===== config.mk =====
export PLATFORM = sky130hd
export DESIGN_NAME = stmr_top
export DESIGN_NICKNAME = d
export VERILOG_FILES = /design/src/rtl/stmr_pkg.sv /design/src/rtl/stmr_tick_sync.sv /design/src/rtl/stmr_rtc.sv /design/src/rtl/stmr_pit.sv /design/src/rtl/stmr_top.sv
export SDC_FILE = /design/constraint.sdc
export NUM_CORES = 1
export LEC_CHECK = 0
export BUFFER_PORTS_ARGS = -buffer_cell sky130_fd_sc_hd__buf_2
export CAP_MARGIN = 40
export CELL_PAD_IN_SITES_DETAIL_PLACEMENT = 1
export CELL_PAD_IN_SITES_GLOBAL_PLACEMENT = 2
export CORE_UTILIZATION = 32
export CTS_CLUSTER_DIAMETER = 60
export DETAILED_ROUTE_END_ITERATION = 6
export PLACE_DENSITY_LB_ADDON = 0.1
export SETUP_SLACK_MARGIN = 0.4
export SYNTH_ARGS = -nofsm -noshare
export SYNTH_HDL_FRONTEND = slang
export SYNTH_SLANG_ARGS = --single-unit

===== constraint.sdc =====
create_clock -name clk -period 8.84 [get_ports clk]
set_input_delay 0.884 -clock clk [delete_from_list [all_inputs] [get_ports clk]]
set_output_delay 0.884 -clock clk [all_outputs]
set_load 0.02 [all_outputs]

===== src/rtl/stmr_pkg.sv =====
package stmr_pkg;
    localparam int NUM_EVT  = 4;
    localparam int EV_PIT   = 0;
    localparam int EV_WDOG  = 1;
    localparam int EV_INC   = 2;
    localparam int EV_ALARM = 3;

    typedef enum logic [2:0] {
        A_PRESC  = 3'd0,
        A_PERIOD = 3'd1,
        A_ALARM  = 3'd2,
        A_STATUS = 3'd3,
        A_IEN    = 3'd4,
        A_IDIS   = 3'd5,
        A_MASK   = 3'd6,
        A_COUNT  = 3'd7
    } reg_addr_e;
endpackage


===== src/rtl/stmr_tick_sync.sv =====
module stmr_tick_sync #(
    parameter int SYNC_STAGES = 2
) (
    input  logic clk,
    input  logic rst_n,
    input  logic slow_clk,
    output logic tick
);
    localparam int SH_W = SYNC_STAGES + 1;

    typedef struct packed {
        logic [SH_W-1:0] sh;
    } sync_t;

    sync_t d, q;

    always_comb begin
        d    = q;
        d.sh = {q.sh[SH_W-2:0], slow_clk};
        tick = q.sh[SYNC_STAGES-1] & ~q.sh[SYNC_STAGES];
    end

    always_ff @(posedge clk) begin
        if (!rst_n) q <= '0;
        else        q <= d;
    end

    AST_TICK_ISOLATED: assert property (@(posedge clk) disable iff (!rst_n)
        tick |=> !tick);
endmodule


===== src/rtl/stmr_rtc.sv =====
module stmr_rtc #(
    parameter int CNT_W   = 20,
    parameter int PRE_W   = 16,
    parameter int PRE_RST = 32768
) (
    input  logic             clk,
    input  logic             rst_n,
    input  logic             tick,
    input  logic [PRE_W-1:0] presc,
    input  logic             load,
    input  logic [PRE_W-1:0] load_val,
    input  logic [CNT_W-1:0] alarm_val,
    output logic [CNT_W-1:0] count,
    output logic             inc_evt,
    output logic             alarm_evt
);
    localparam logic [PRE_W-1:0] PRE_INIT = PRE_W'(PRE_RST - 1);

    typedef struct packed {
        logic [PRE_W-1:0] pre;
        logic [CNT_W-1:0] cnt;
    } rtc_t;

    rtc_t d, q;
    logic [CNT_W-1:0] nxt;

    always_comb begin
        d         = q;
        inc_evt   = 1'b0;
        nxt       = q.cnt + CNT_W'(1);
        if (load) begin
            d.pre = load_val - PRE_W'(1);
        end else if (tick) begin
            if (q.pre == '0) begin
                inc_evt = 1'b1;
                d.cnt   = nxt;
                d.pre   = presc - PRE_W'(1);
            end else begin
                d.pre = q.pre - PRE_W'(1);
            end
        end
        alarm_evt = inc_evt && (nxt == alarm_val);
        count     = q.cnt;
    end

    always_ff @(posedge clk) begin
        if (!rst_n) begin
            q.pre <= PRE_INIT;
            q.cnt <= '0;
        end else begin
            q <= d;
        end
    end

    AST_CNT_STEP: assert property (@(posedge clk) disable iff (!rst_n)
        (q.cnt != $past(q.cnt)) |-> (q.cnt == $past(q.cnt) + CNT_W'(1)));
    AST_ALARM_HIT: assert property (@(posedge clk) disable iff (!rst_n)
        alarm_evt |=> (q.cnt == $past(alarm_val)));
endmodule


===== src/rtl/stmr_pit.sv =====
module stmr_pit #(
    parameter int PER_W = 16
) (
    input  logic             clk,
    input  logic             rst_n,
    input  logic             tick,
    input  logic             load,
    input  logic [PER_W-1:0] load_val,
    input  logic [PER_W-1:0] period,
    output logic             evt
);
    typedef struct packed {
        logic [PER_W-1:0] left;
    } pit_t;

    pit_t d, q;

    always_comb begin
        d   = q;
        evt = 1'b0;
        if (load) begin
            d.left = load_val;
        end else if (tick && period != '0) begin
            if (q.left <= PER_W'(1)) begin
                evt    = 1'b1;
                d.left = period;
            end else begin
                d.left = q.left - PER_W'(1);
            end
        end
    end

    always_ff @(posedge clk) begin
        if (!rst_n) q <= '0;
        else        q <= d;
    end

    AST_PIT_OFF: assert property (@(posedge clk) disable iff (!rst_n)
        (period == '0) |-> !evt);
endmodule


===== src/rtl/stmr_top.sv =====
module stmr_top
    import stmr_pkg::*;
#(
    parameter int CNT_W       = 20,
    parameter int PRE_W       = 16,
    parameter int PER_W       = 16,
    parameter int DATA_W      = 32,
    parameter int PRE_RST     = 32768,
    parameter int SYNC_STAGES = 2
) (
    input  logic              clk,
    input  logic              rst_n,
    input  logic              slow_clk,
    input  logic              wr_en,
    input  logic              rd_en,
    input  logic [2:0]        addr,
    input  logic [DATA_W-1:0] wr_data,
    output logic [DATA_W-1:0] rd_data,
    output logic              irq
);
    typedef struct packed {
        logic [PRE_W-1:0]   presc;
        logic [PER_W-1:0]   period;
        logic [CNT_W-1:0]   alarm;
        logic [NUM_EVT-1:0] status;
        logic [NUM_EVT-1:0] mask;
        logic [DATA_W-1:0]  rdata;
    } regs_t;

    regs_t d, q;

    logic               tick;
    logic [CNT_W-1:0]   count;
    logic               inc_evt, alarm_evt, pit_evt;
    logic [NUM_EVT-1:0] evt;
    logic               presc_load, period_load, status_clr;
    logic [DATA_W-1:0]  rd_v;
    reg_addr_e          sel;
    logic               unused_wdata;

    assign unused_wdata = ^wr_data;

    stmr_tick_sync #(.SYNC_STAGES(SYNC_STAGES)) u_sync (
        .clk(clk), .rst_n(rst_n), .slow_clk(slow_clk), .tick(tick)
    );

    stmr_rtc #(.CNT_W(CNT_W), .PRE_W(PRE_W), .PRE_RST(PRE_RST)) u_rtc (
        .clk(clk), .rst_n(rst_n), .tick(tick), .presc(q.presc),
        .load(presc_load), .load_val(wr_data[PRE_W-1:0]),
        .alarm_val(q.alarm), .count(count),
        .inc_evt(inc_evt), .alarm_evt(alarm_evt)
    );

    stmr_pit #(.PER_W(PER_W)) u_pit (
        .clk(clk), .rst_n(rst_n), .tick(tick),
        .load(period_load), .load_val(wr_data[PER_W-1:0]),
        .period(q.period), .evt(pit_evt)
    );

    always_comb begin
        d   = q;
        sel = reg_addr_e'(addr);

        evt            = '0;
        evt[EV_PIT]    = pit_evt;
        evt[EV_INC]    = inc_evt;
        evt[EV_ALARM]  = alarm_evt;

        presc_load  = wr_en && (sel == A_PRESC);
        period_load = wr_en && (sel == A_PERIOD);
        status_clr  = rd_en && (sel == A_STATUS);

        if (wr_en) begin
            case (sel)
                A_PRESC:  d.presc  = wr_data[PRE_W-1:0];
                A_PERIOD: d.period = wr_data[PER_W-1:0];
                A_ALARM:  d.alarm  = wr_data[CNT_W-1:0];
                A_IEN:    d.mask   = q.mask | wr_data[NUM_EVT-1:0];
                A_IDIS:   d.mask   = q.mask & ~wr_data[NUM_EVT-1:0];
                default:  ;
            endcase
        end

        d.status = (status_clr ? '0 : q.status) | evt;

        rd_v = '0;
        case (sel)
            A_PRESC:  rd_v[PRE_W-1:0]   = q.presc;
            A_PERIOD: rd_v[PER_W-1:0]   = q.period;
            A_ALARM:  rd_v[CNT_W-1:0]   = q.alarm;
            A_STATUS: rd_v[NUM_EVT-1:0] = q.status;
            A_MASK:   rd_v[NUM_EVT-1:0] = q.mask;
            A_COUNT:  rd_v[CNT_W-1:0]   = count;
            default:  ;
        endcase
        if (rd_en) d.rdata = rd_v;

        rd_data = q.rdata;
        irq     = |(q.status & q.mask);
    end

    always_ff @(posedge clk) begin
        if (!rst_n) begin
            q       <= '0;
            q.presc <= PRE_W'(PRE_RST);
        end else begin
            q <= d;
        end
    end

    AST_EVT_KEPT: assert property (@(posedge clk) disable iff (!rst_n)
        (alarm_evt && status_clr) |=> q.status[EV_ALARM]);
    AST_RD_CLEARS: assert property (@(posedge clk) disable iff (!rst_n)
        (status_clr && !pit_evt && !inc_evt && !alarm_evt) |=> (q.status == '0));
    AST_WDOG_ZERO: assert property (@(posedge clk) disable iff (!rst_n)
        !q.status[EV_WDOG]);
    AST_MASK_SET: assert property (@(posedge clk) disable iff (!rst_n)
        (wr_en && addr == 3'd4) |=>
        ((q.mask & $past(wr_data[NUM_EVT-1:0])) == $past(wr_data[NUM_EVT-1:0])));
    AST_MASK_CLR: assert property (@(posedge clk) disable iff (!rst_n)
        (wr_en && addr == 3'd5) |=> ((q.mask & $past(wr_data[NUM_EVT-1:0])) == '0));
    AST_IRQ_QUIET: assert property (@(posedge clk) disable iff (!rst_n)
        (q.mask == '0) |-> !irq);
endmodule


==> impl_metrics.json, run 1 <==
{
  "place_area_um2": 8160,
  "worst_slack_ps": 5620,
  "max_slew_margin_pct": 40.5,
  "r2r_cells": 8,
  "die-area_um2": 25300,
  "die_w_um": 159,
  "initial_core_util_pct": 32.6,
  "crit_path_end": "u_rtc.count[9]$_SDFFE_PN0P_",
  "io_buffers": 48,
  "postRouteAntennaNets": 0,
  "cp_max_fo": 35,
  "cp_slowest_cell": "buf_2",
  "dr.pass1.iters": 5,
  "core_um2": 24200,
  "finalCriticalPeriod_ps": 3220,
  "cap_violations": 0,
  "postCtsSetupRepairBufs": 0,
  "setup_tns_ps": 0,
  "num_vias": 7515,
  "max_stage_delay_ps": 660,
  "synthSimpleGateAreaFrac_pct": 25.0,
  "worstSetupStartpoint": "addr[0]",
  "cts_max_path_buffers": 2,
  "drc_errors": 0,
  "wl_per_cell_um": 21.4,
  "status": "finished clean",
  "gr-total-overflow": 0,
  "drt_iter0_markers": 385,
  "hold_viol": 0,
  "finalInstanceArea_um2": 8760,
  "synth_enable_flop_cells": 0,
  "syn_inst": 1037,
  "peakVddDrop_mv": 0.108,
  "cts_sinks": 134,
  "dp_hpwl_mm": 20.7,
  "antenna_found_initial": 0,
  "pre_cts_ws_ps": 5180,
  "end_kind": "flop",
  "cts.clk_slew.worst_paths_ps": 70,
  "cts_resized": 0,
  "synth_xor_area_share_pct": 6.09,
  "cts_hold_buf": 0,
  "synth_compound_area_share_pct": 23.5,
  "worstHoldPathType": "reg2reg",
  "grt_max_degree": 51,
  "grt_pass1_wl_mm": 45.4,
  "numCtsBuffers": 17,
  "cts_tree": "yes",
  "worstReg2RegStart": "u_rtc.q[20]$_SDFFE_PN1P_",
  "synthMuxAreaShare_pct": 2.72,
  "routed_wl_mm": 29.1,
  "rsz0062_at_grt": "false",
  "grt_usage_pct": 23.5,
  "diodes": 0,
  "clk_latency_ps": 440,
  "p_leak_nw": 3.08,
  "timing.fmax_mhz": 311,
  "yosys_warnings": 0,
  "synth_area_per_cell_um2": 7.62,
  "root_buffer": "clkbuf_16",
  "skew_ps": 13.0,
  "worstPathRequired_ps": 9150,
  "htree_num_levels": 4,
  "p_per_area_nw_per_um2": 183,
  "synth_top_family_by_area": "simple AND/OR/NAND/NOR gates",
  "syn_to_final_growth_pct": 10.8,
  "fp.dieH_um": 159,
  "cp_common_cell": "nor2_1",
  "crit_chain": "buf_2 > nor4b_2 > buf_4 > nor2_1 > nand3_1 > buf_6 > nor4_1 > xnor2_1 > nor2_1",
  "drive_gt1_share_pct": 11.1,
  "worst_pin_slew_ps": 885,
  "synth_area_um2": 7910,
  "cp_num_buf_inv": 3,
  "routed_via_density": 5.53,
  "synth_seq_cells": 134,
  "worst-path-stages": 9,
  "path_class": "in2reg",
  "synth-async-reset-ratio_pct": 0,
  "cp.arrival_ps": 3530,
  "worst-r2r-setup-slack_ps": 5700,
  "ys_seq_area_share_pct": 33.9,
  "ys.flop_type": "dfxtp_1",
  "fin_crit_sh_pct": 36.4,
  "final-setup-viol-count": 0,
  "synthAdderAreaFrac_pct": 0.791,
  "report.final.slew_viol_count": 0,
  "startpoint_type": "input port",
  "place_congestion": 0.844,
  "num_rows": 57,
  "path_delay_family": "buffers and inverters",
  "regToRegEndpoint": "u_rtc.q[32]$_SDFFE_PN1P_",
  "io_pins": 73,
  "nets": 1067,
  "synth_cell_type_count": 74,
  "grt_pass1_vias": 7352
}
-- worst register-to-register path, cell delays in order, from the launching register on --
cell	delay [ps]
dfxtp_1	340
nor4_1	780
and2_1	500
a31oi_1	220
ha_1	280
o211ai_1	300
nor3_1	190
and4_1	230
o31ai_1	230
-- synthesized netlist by cell type, types with 15 or more instances --
cell | instances | share of area, %
xor2_1 | 23 | 2.5
a21oi_1 | 111 | 7.0
o21ai_0 | 39 | 2.5
mux2i_1 | 17 | 2.2
a2bb2oi_1 | 22 | 2.4
nand2_1 | 147 | 7.0
nor4_1 | 26 | 2.1
xnor2_1 | 32 | 3.5
nor3_1 | 33 | 2.1
clkbuf_1 | 57 | 2.7
nor2_1 | 94 | 4.5
nand3_1 | 23 | 1.5
a31oi_1 | 15 | 1.2
buf_4 | 32 | 3.0
dfxtp_1 | 134 | 34
or3_1 | 15 | 1.2
-- placed cells by master (no fill, tap or decap), drive strengths merged, types with 26 or more instances in the layout --
master    n
nor2     94
xnor2    32
dfxtp   134
nand2   147
o21ai    40
a21oi   112
buf      64
nor3     34
nor4     26
-- power breakdown --
group | internal (mW) | switching, mW
Combinational | 0.0712 | 0.137
Sequential | 0.619 | 0.0182
Clock | 0.432 | 0.326
Total | 1.12 | 0.482
-- how the worst min path moves through the flow --
| stage | start | end | slack, ps | cells after the start |
|---|---|---|---|---|
| after global placement | u_sync.q[0]$_SDFF_PN0_ | u_sync.q[1]$_SDFF_PN0_ | 430 | 1 |
| after detailed placement | u_sync.q[0]$_SDFF_PN0_ | u_sync.q[1]$_SDFF_PN0_ | 470 | 1 |
| final | u_sync.q[0]$_SDFF_PN0_ | u_sync.q[1]$_SDFF_PN0_ | 460 | 1 |
| after CTS | u_sync.q[0]$_SDFF_PN0_ | u_sync.q[1]$_SDFF_PN0_ | 470 | 1 |
| after global routing | u_sync.q[0]$_SDFF_PN0_ | u_sync.q[1]$_SDFF_PN0_ | 470 | 1 |
| after floorplan | u_sync.q[0]$_SDFF_PN0_ | u_sync.q[1]$_SDFF_PN0_ | 410 | 1 |
-- flip-flops by register name (all words and copies together) (netlist names), named ones only --
name and count:
q 55, rd_data 20, u_rtc.count 20, u_pit.q 16, u_rtc.q 16, u_sync.q 3
-- cell type report --
| class | count | area (um2) |
|---|---|---|
| Clock buffer | 18 | 439 |
| Clock inverter | 14 | 164 |
| Fill cell | 3013 | 15500 |
| Tap cell | 324 | 405 |
| Inverter | 14 | 53.8 |
| Timing Repair Buffer | 64 | 368 |
| Sequential cell | 134 | 2680 |
| Multi-Input combinational cell | 791 | 4650 |
-- per-layer routing --
layer | global-route usage (%) | part of all wire (%) | wire length [um]
met5 | 0 | 0 | 0
met4 | 7.26 | 1.5 | 446
met3 | 2.84 | 3.3 | 968
met2 | 39.2 | 48 | 14000
met1 | 31.5 | 47 | 13700
-- per-stage QoR --
| step | util, % | cells | total power, mW | hold slack (ps) |
|---|---|---|---|---|
| after floorplan | - | 1048 | 0.807 | 412 |
| after global placement | 33.5 | 1323 | 0.855 | 431 |
| after detailed placement | 33.6 | 1327 | 0.860 | 465 |
| after CTS | 36.1 | 1359 | 1.62 | 470 |
| after global routing | 36.1 | 1359 | 1.67 | 474 |
| final | 36.1 | 1359 | 1.60 | 458 |
-- cells by family (layout without fill, tap and decap cells) --
family,Yosys count,after routing
adder cells (fa/ha/maj),5,5
multiplexers,21,21
AO/OA/AOI/OAI,286,286
flip-flops,134,134
XOR/XNOR,55,55
other,1,12
AND/OR/NAND/NOR,412,412
buffers and inverters,123,110
Note: power is estimated with default switching activity, not from simulation.
==> run 2, diff against run 1 <==
--- a/config.mk
+++ b/config.mk
@@ -5,11 +5,12 @@
 export SDC_FILE = /design/constraint.sdc
 export NUM_CORES = 1
 export LEC_CHECK = 0
+export ABC_AREA = 1
 export BUFFER_PORTS_ARGS = -buffer_cell sky130_fd_sc_hd__buf_2
 export CAP_MARGIN = 40
 export CELL_PAD_IN_SITES_DETAIL_PLACEMENT = 1
 export CELL_PAD_IN_SITES_GLOBAL_PLACEMENT = 2
-export CORE_UTILIZATION = 32
+export CORE_UTILIZATION = 30
 export CTS_CLUSTER_DIAMETER = 60
 export DETAILED_ROUTE_END_ITERATION = 6
 export PLACE_DENSITY_LB_ADDON = 0.1
==> constraint.sdc (replaced) <==
create_clock -name clk -period 2.75 [get_ports clk]
set_input_delay 0.275 -clock clk [delete_from_list [all_inputs] [get_ports clk]]
set_output_delay 0.275 -clock clk [all_outputs]
set_load 0.02 [all_outputs]
==> run 2 against run 1 <==
Against the previous run: power grew to 3.2 times the previous value; critical path depth grew 2; critical endpoint is now q[39]$_SDFF_PN0_; sequential cell count is the same; largest power group unchanged; clock skew grew 3.5 ps; clock power grew to 3.1 times the previous value; global-route usage shrank 0.94 points; first-iteration DRC count grew 4.4%; die area grew 6.4%; hold slack lost 440 ps.
==> impl_metrics.json, run 2 <==
{
  "status": "finished clean",
  "dr.pass1.iters": 5,
  "ys.flop_type": "dfxtp_1",
  "startpoint_type": "flop",
  "finalCriticalPeriod_ps": 2130,
  "drive_gt1_share_pct": 12.1,
  "p_leak_nw": 3.62,
  "worstHoldPathType": "in2reg",
  "routed-wl-met2_mm": 14.1,
  "cts_sinks": 134,
  "routed_via_density": 5.00,
  "worstPathRequired_ps": 3110,
  "grt_max_degree": 59,
  "yosysTopAreaCellShare_pct": 34.0,
  "synth_area_per_cell_um2": 6.57,
  "p_sw_mw": 1.55,
  "clkPwrFrac_pct": 46.1,
  "switching_share_pct": 30.1,
  "top_layer": "met4",
  "p_seq_share_pct": 39.8,
  "hp-start": "slow_clk",
  "synth_enable_flop_cells": 0,
  "gr-total-overflow": 0,
  "final_cell_mix": "nand2_1, inv_1, dfxtp_1",
  "die_w_um": 164,
  "intPower_mw": 3.60,
  "synthTopCellsByArea": "dfxtp_1, nand2_1, inv_1",
  "grt_pass1_wl_mm": 45.3,
  "place_congestion": 0.814,
  "max_slew_margin_pct": 44.5,
  "hold_viol": 0,
  "final_common_cell": "nand2_1",
  "end_kind": "flop",
  "nets": 1269,
  "met1_length_mm": 14.5,
  "syn_inst": 1201,
  "cts_max_path_buffers": 2,
  "yosysTopAreaCell": "dfxtp_1",
  "cp_max_fo": 6,
  "n_fill_cell": 3356,
  "postRouteAntennaNets": 0,
  "routed_wl_mm": 29.5,
  "cts.clk_slew.worst_paths_ps": 70,
  "die-area_um2": 27000,
  "numCtsBuffers": 17,
  "num_rows": 59,
  "root_buffer": "clkbuf_16",
  "finalInstanceArea_um2": 8930,
  "syn_to_final_growth_pct": 13.1,
  "timing.fmax_mhz": 470,
  "synth_cell_type_count": 49,
  "grt_pass1_vias": 7799,
  "fin_crit_sh_pct": 77.4,
  "dp_hpwl_mm": 22.1,
  "place_area_um2": 8320,
  "diodes": 0,
  "cp.arrival_ps": 2490,
  "report.final.slew_viol_count": 0,
  "drt_iter0_markers": 402,
  "finalPower_mw": 5.15,
  "rsz0062_at_grt": "true",
  "worstReg2RegStart": "u_rtc.count[1]$_SDFFE_PN0P_",
  "path_class": "reg2reg",
  "io_pins": 73,
  "wl_per_cell_um": 18.7,
  "core_um2": 25900,
  "synth_common_cells": "nand2_1, inv_1, dfxtp_1",
  "skew_ps": 16.5,
  "comb_power_share_pct": 14.1,
  "dr_wl_met3_um": 636,
  "antenna_found_initial": 0,
  "grt_usage_pct": 22.5,
  "cts_hold_buf": 0,
  "yosys_warnings": 0,
  "yosysMostFrequentCell": "nand2_1",
  "clk_latency_ps": 440,
  "worst_pin_slew_ps": 831,
  "cts_tree": "yes",
  "synth_area_um2": 7900,
  "cap_violations": 0,
  "final-setup-viol-count": 0,
  "setup_tns_ps": 0,
  "io_buffers": 48,
  "ys_seq_area_share_pct": 34.0,
  "htree_num_levels": 4,
  "initial_core_util_pct": 30.5,
  "synth_seq_cells": 134,
  "num_vias": 7863,
  "peakVddDrop_mv": 0.338,
  "synth-async-reset-ratio_pct": 0,
  "worstSetupStartpoint": "u_rtc.count[1]$_SDFFE_PN0P_",
  "largest-register": "q",
  "drc_errors": 0,
  "p_per_area_nw_per_um2": 576,
  "largest_reg_flops": 55,
  "fp.dieH_um": 164
}
==> run 2: power groups by stage <==
stage	Combinational, mW	Clock (mW)	Sequential, mW
global placement	0.725	0	2.09
detailed placement	0.727	0	2.09
finish	0.725	2.37	2.05
global route	0.808	2.51	2.06
CTS	0.730	2.43	2.05
floorplan	0.497	0	2.08
==> run 2: per-layer routing <==
layer | vias to the layer above | global-route usage, %
met2 | 86 | 37.9
met4 | 0 | 4.84
met3 | 15 | 3.26
met1 | 3794 | 30.3
li1 | 3968 | -
met5 | - | 0
==> run 2: cell type report <==
class | count | area, um2 | share of cell area [%]
Clock buffer | 20 | 447 | 5.00
Clock inverter | 12 | 145 | 1.62
Inverter | 174 | 653 | 7.31
Multi-Input combinational cell | 827 | 4170 | 46.6
Sequential cell | 134 | 2680 | 30.0
Tap cell | 335 | 419 | 4.69
Timing Repair Buffer | 70 | 418 | 4.68
==> run 2: worst max-delay path, cell delays in order, from the launching register on <==
cell and delay (ps):
dfxtp_1 400, ha_1 230, nand3_1 210, inv_2 180, nand3_2 130, nor2_1 110
nand2_1 90, nand3_1 90, o21ai_0 160, nor3_2 210, nand2_1 130, a21oi_2 130
==> run 2: kinds of logic (layout without fill, tap and decap cells) <==
group / Yosys count / after routing / synth area share (%)
buffers and inverters: 251 / 276 / 13.9
other: 1 / 12 / 0.0475
flip-flops: 134 / 134 / 34.0
adder cells (fa/ha/maj): 5 / 5 / 0.792
AND/OR/NAND/NOR: 497 / 497 / 28.1
AO/OA/AOI/OAI: 296 / 296 / 21.1
XOR/XNOR: 17 / 17 / 2.11
==> run 2: through the flow <==
step | util, % | cells | setup slack, ps | hold WS, ps
floorplan | - | 1212 | 970 | 373
global placement | 32.1 | 1539 | 555 | 393
detailed placement | 32.1 | 1539 | 532 | 403
CTS | 34.4 | 1571 | 508 | 2.75
global route | 34.5 | 1572 | 389 | 28.3
finish | 34.5 | 1572 | 623 | 17.9
==> run 2: timing repair <==
action,CTS,global route
gates resized for setup,0,3
buffers inserted,0,1
endpoints found under the setup margin,0,4
==> run 2: path summary, 6_finish.rpt <==
path / end / slack [ps] / depth (start not counted)
max reg2reg: q[39]$_SDFF_PN0_ / 620 / 11
min: u_sync.q[0]$_SDFF_PN0_ / 20 / 3
min reg2reg: u_sync.q[1]$_SDFF_PN0_ / 420 / 2
max: q[39]$_SDFF_PN0_ / 620 / 11
==> run 3, diff against run 2 <==
--- a/config.mk
+++ b/config.mk
@@ -10,7 +10,7 @@
 export CAP_MARGIN = 40
 export CELL_PAD_IN_SITES_DETAIL_PLACEMENT = 1
 export CELL_PAD_IN_SITES_GLOBAL_PLACEMENT = 2
-export CORE_UTILIZATION = 30
+export CORE_UTILIZATION = 32
 export CTS_CLUSTER_DIAMETER = 60
 export DETAILED_ROUTE_END_ITERATION = 6
 export PLACE_DENSITY_LB_ADDON = 0.1
==> constraint.sdc (replaced) <==
create_clock -name clk -period 2.1 [get_ports clk]
set_input_delay 0.21 -clock clk [delete_from_list [all_inputs] [get_ports clk]]
set_output_delay 0.21 -clock clk [all_outputs]
set_load 0.02 [all_outputs]
==> run 3 against run 2 <==
Against the previous run: clock power is 29% higher; critical path depth increased by 4; clock skew rose by 3.2 ps; final cell count increased by 5.0%; critical path type unchanged; via count grew 6.5%; power increased by 36%; wire length up 7.5%; setup slack lost 510 ps; utilization increased by 8.9 points; non-clock buffer count increased by 89; sequential cell count did not move; first-iteration DRC count is 3.7% lower.
==> impl_metrics.json, run 3 (same netlist as run 2, synthesis figures left out) <==
{
  "max_stage_delay_ps": 320,
  "cp_max_fo": 7,
  "cts.clk_slew.worst_paths_ps": 60,
  "finalInstanceArea_um2": 10500,
  "io_buffers": 48,
  "fp.dieH_um": 159,
  "core_um2": 24200,
  "dp.cells": 1558,
  "num_rows": 57,
  "startpoint_type": "flop",
  "clk_latency_ps": 430,
  "timing.fmax_mhz": 504,
  "dr.pass1.iters": 5,
  "cts_max_path_buffers": 2,
  "intPower_mw": 4.84,
  "wl_per_cell_um": 19.2,
  "cp_common_cell": "nand2_4",
  "hold_viol": 0,
  "comb_power_share_pct": 17.9,
  "worst_slack_ps": 116,
  "place_congestion": 0.823,
  "peakVddDrop_mv": 0.388,
  "p_seq_share_pct": 38.5,
  "die_w_um": 159,
  "status": "finished clean",
  "numCtsBuffers": 17,
  "drt_iter0_markers": 387,
  "cp_slowest_cell": "dfxtp_2",
  "worstPathRequired_ps": 2400,
  "place_area_um2": 8580,
  "n_fill_cell": 3099,
  "switching_share_pct": 30.7,
  "grt_usage_pct": 24.6,
  "max_slew_margin_pct": 53.3,
  "io_pins": 73,
  "routed_wl_mm": 31.7,
  "pre_cts_ws_ps": -14.6,
  "cts_sinks": 134,
  "final_common_cell": "nand2_1",
  "antenna_found_initial": 0,
  "htree_num_levels": 4,
  "final_cells": 1651,
  "register_area_um2": 2740,
  "p_leak_nw": 4.21,
  "report.final.slew_viol_count": 0,
  "p_per_area_nw_per_um2": 664,
  "final-setup-viol-count": 0,
  "multi_input_comb_area_um2": 4820,
  "rsz0062_at_grt": "true",
  "diodes": 0,
  "p_sw_mw": 2.15,
  "initial_core_util_pct": 32.6,
  "finalCriticalPeriod_ps": 1980,
  "grt_max_degree": 48,
  "worst_pin_slew_ps": 700,
  "num_vias": 8376,
  "grt_pass1_wl_mm": 48.1,
  "gr-total-overflow": 0,
  "final_cell_mix": "nand2_1, inv_1, dfxtp_1",
  "fin_util_pct": 43.4,
  "skew_ps": 19.7,
  "end_kind": "flop",
  "largest-register": "q",
  "clkPwrFrac_pct": 43.6,
  "path_class": "reg2reg",
  "grt_pass1_vias": 8492,
  "postRouteAntennaNets": 0,
  "crit_chain": "nor2_2 > nand2_2 > nor2_4 > nand2_4 > nand2_4 > nand2_4 > buf_4 > buf_6 > buf_6 > nand2_2 > nor2_1 > nand2_1 > a21oi_2 > o21ai_2 > nand4_1",
  "fin_crit_sh_pct": 94.5,
  "cp.arrival_ps": 2290,
  "nets": 1359,
  "cap_violations": 0,
  "path_delay_family": "simple AND/OR/NAND/NOR gates",
  "routed_via_density": 5.07,
  "cp_num_buf_inv": 3,
  "syn_to_final_growth_pct": 33.2,
  "drc_errors": 0,
  "dp_hpwl_mm": 22.6,
  "worstHoldPathType": "in2reg",
  "largest_reg_flops": 55,
  "root_buffer": "clkbuf_16",
  "drive_gt1_share_pct": 29.7,
  "die-area_um2": 25300,
  "cts_tree": "yes"
}
## run 3: metrics by stage
stage | TNS, ps | hold WS, ps | power [mW]
floorplan | 0 | 308 | 3.38
CTS | 0 | 48.8 | 6.89
global route | -12.8 | 80.3 | 7.28
detailed placement | -14.6 | 409 | 3.75
finish | 0 | 64.1 | 6.99
global placement | 0 | 398 | 3.75
## run 3: power groups by stage
stage               registers, mW  clock network [mW]  logic, mW
floorplan                    2.72                   0      0.656
global placement             2.74                   0       1.01
detailed placement           2.74                   0       1.02
CTS                          2.69                3.11       1.09
global route                 2.70                3.21       1.37
finish                       2.69                3.05       1.25
## run 3: tightest hold or removal path: cells and delay by family
family	cells	cell delay (ps)
compound gates	2	170
buf+inv	1	70
## run 3: cell type report
type,instances,share of cell area [%]
clock buffer,18,4.08
clock inverter,14,1.46
inverter,174,6.48
multi-input combinational,827,45.8
sequential,134,26.0
tap,324,3.85
timing repair buffer,159,12.2
timing repair inverter,1,0.0714
## run 3: per-layer routing
layer,wire [um],track usage [%],vias to the layer above
met5,0,0,-
met4,711,8.96,0
met3,1010,3.65,43
met2,15400,41.7,131
met1,14600,31.7,4032
li1,-,-,4170
## run 3: final timing paths
path                             from                       end  slack [ps]  depth (start not counted)
min                       wr_data[16]        q[56]$_SDFFE_PN0P_          60                          3
max reg2reg  u_rtc.q[33]$_SDFFE_PN1P_  u_rtc.q[25]$_SDFFE_PN1P_         120                         15
max          u_rtc.q[33]$_SDFFE_PN1P_  u_rtc.q[25]$_SDFFE_PN1P_         120                         15
min reg2reg    u_sync.q[1]$_SDFF_PN0_    u_sync.q[2]$_SDFF_PN0_         430                          2
## run 3: what timing repair did
item,in CTS,in global routing
pin swaps,33,52
endpoints found under the setup margin,51,54
endpoints found under the hold margin,1,0
hold buffers,1,0
setup buffers,23,33
resized for setup,86,171
cloned,0,4
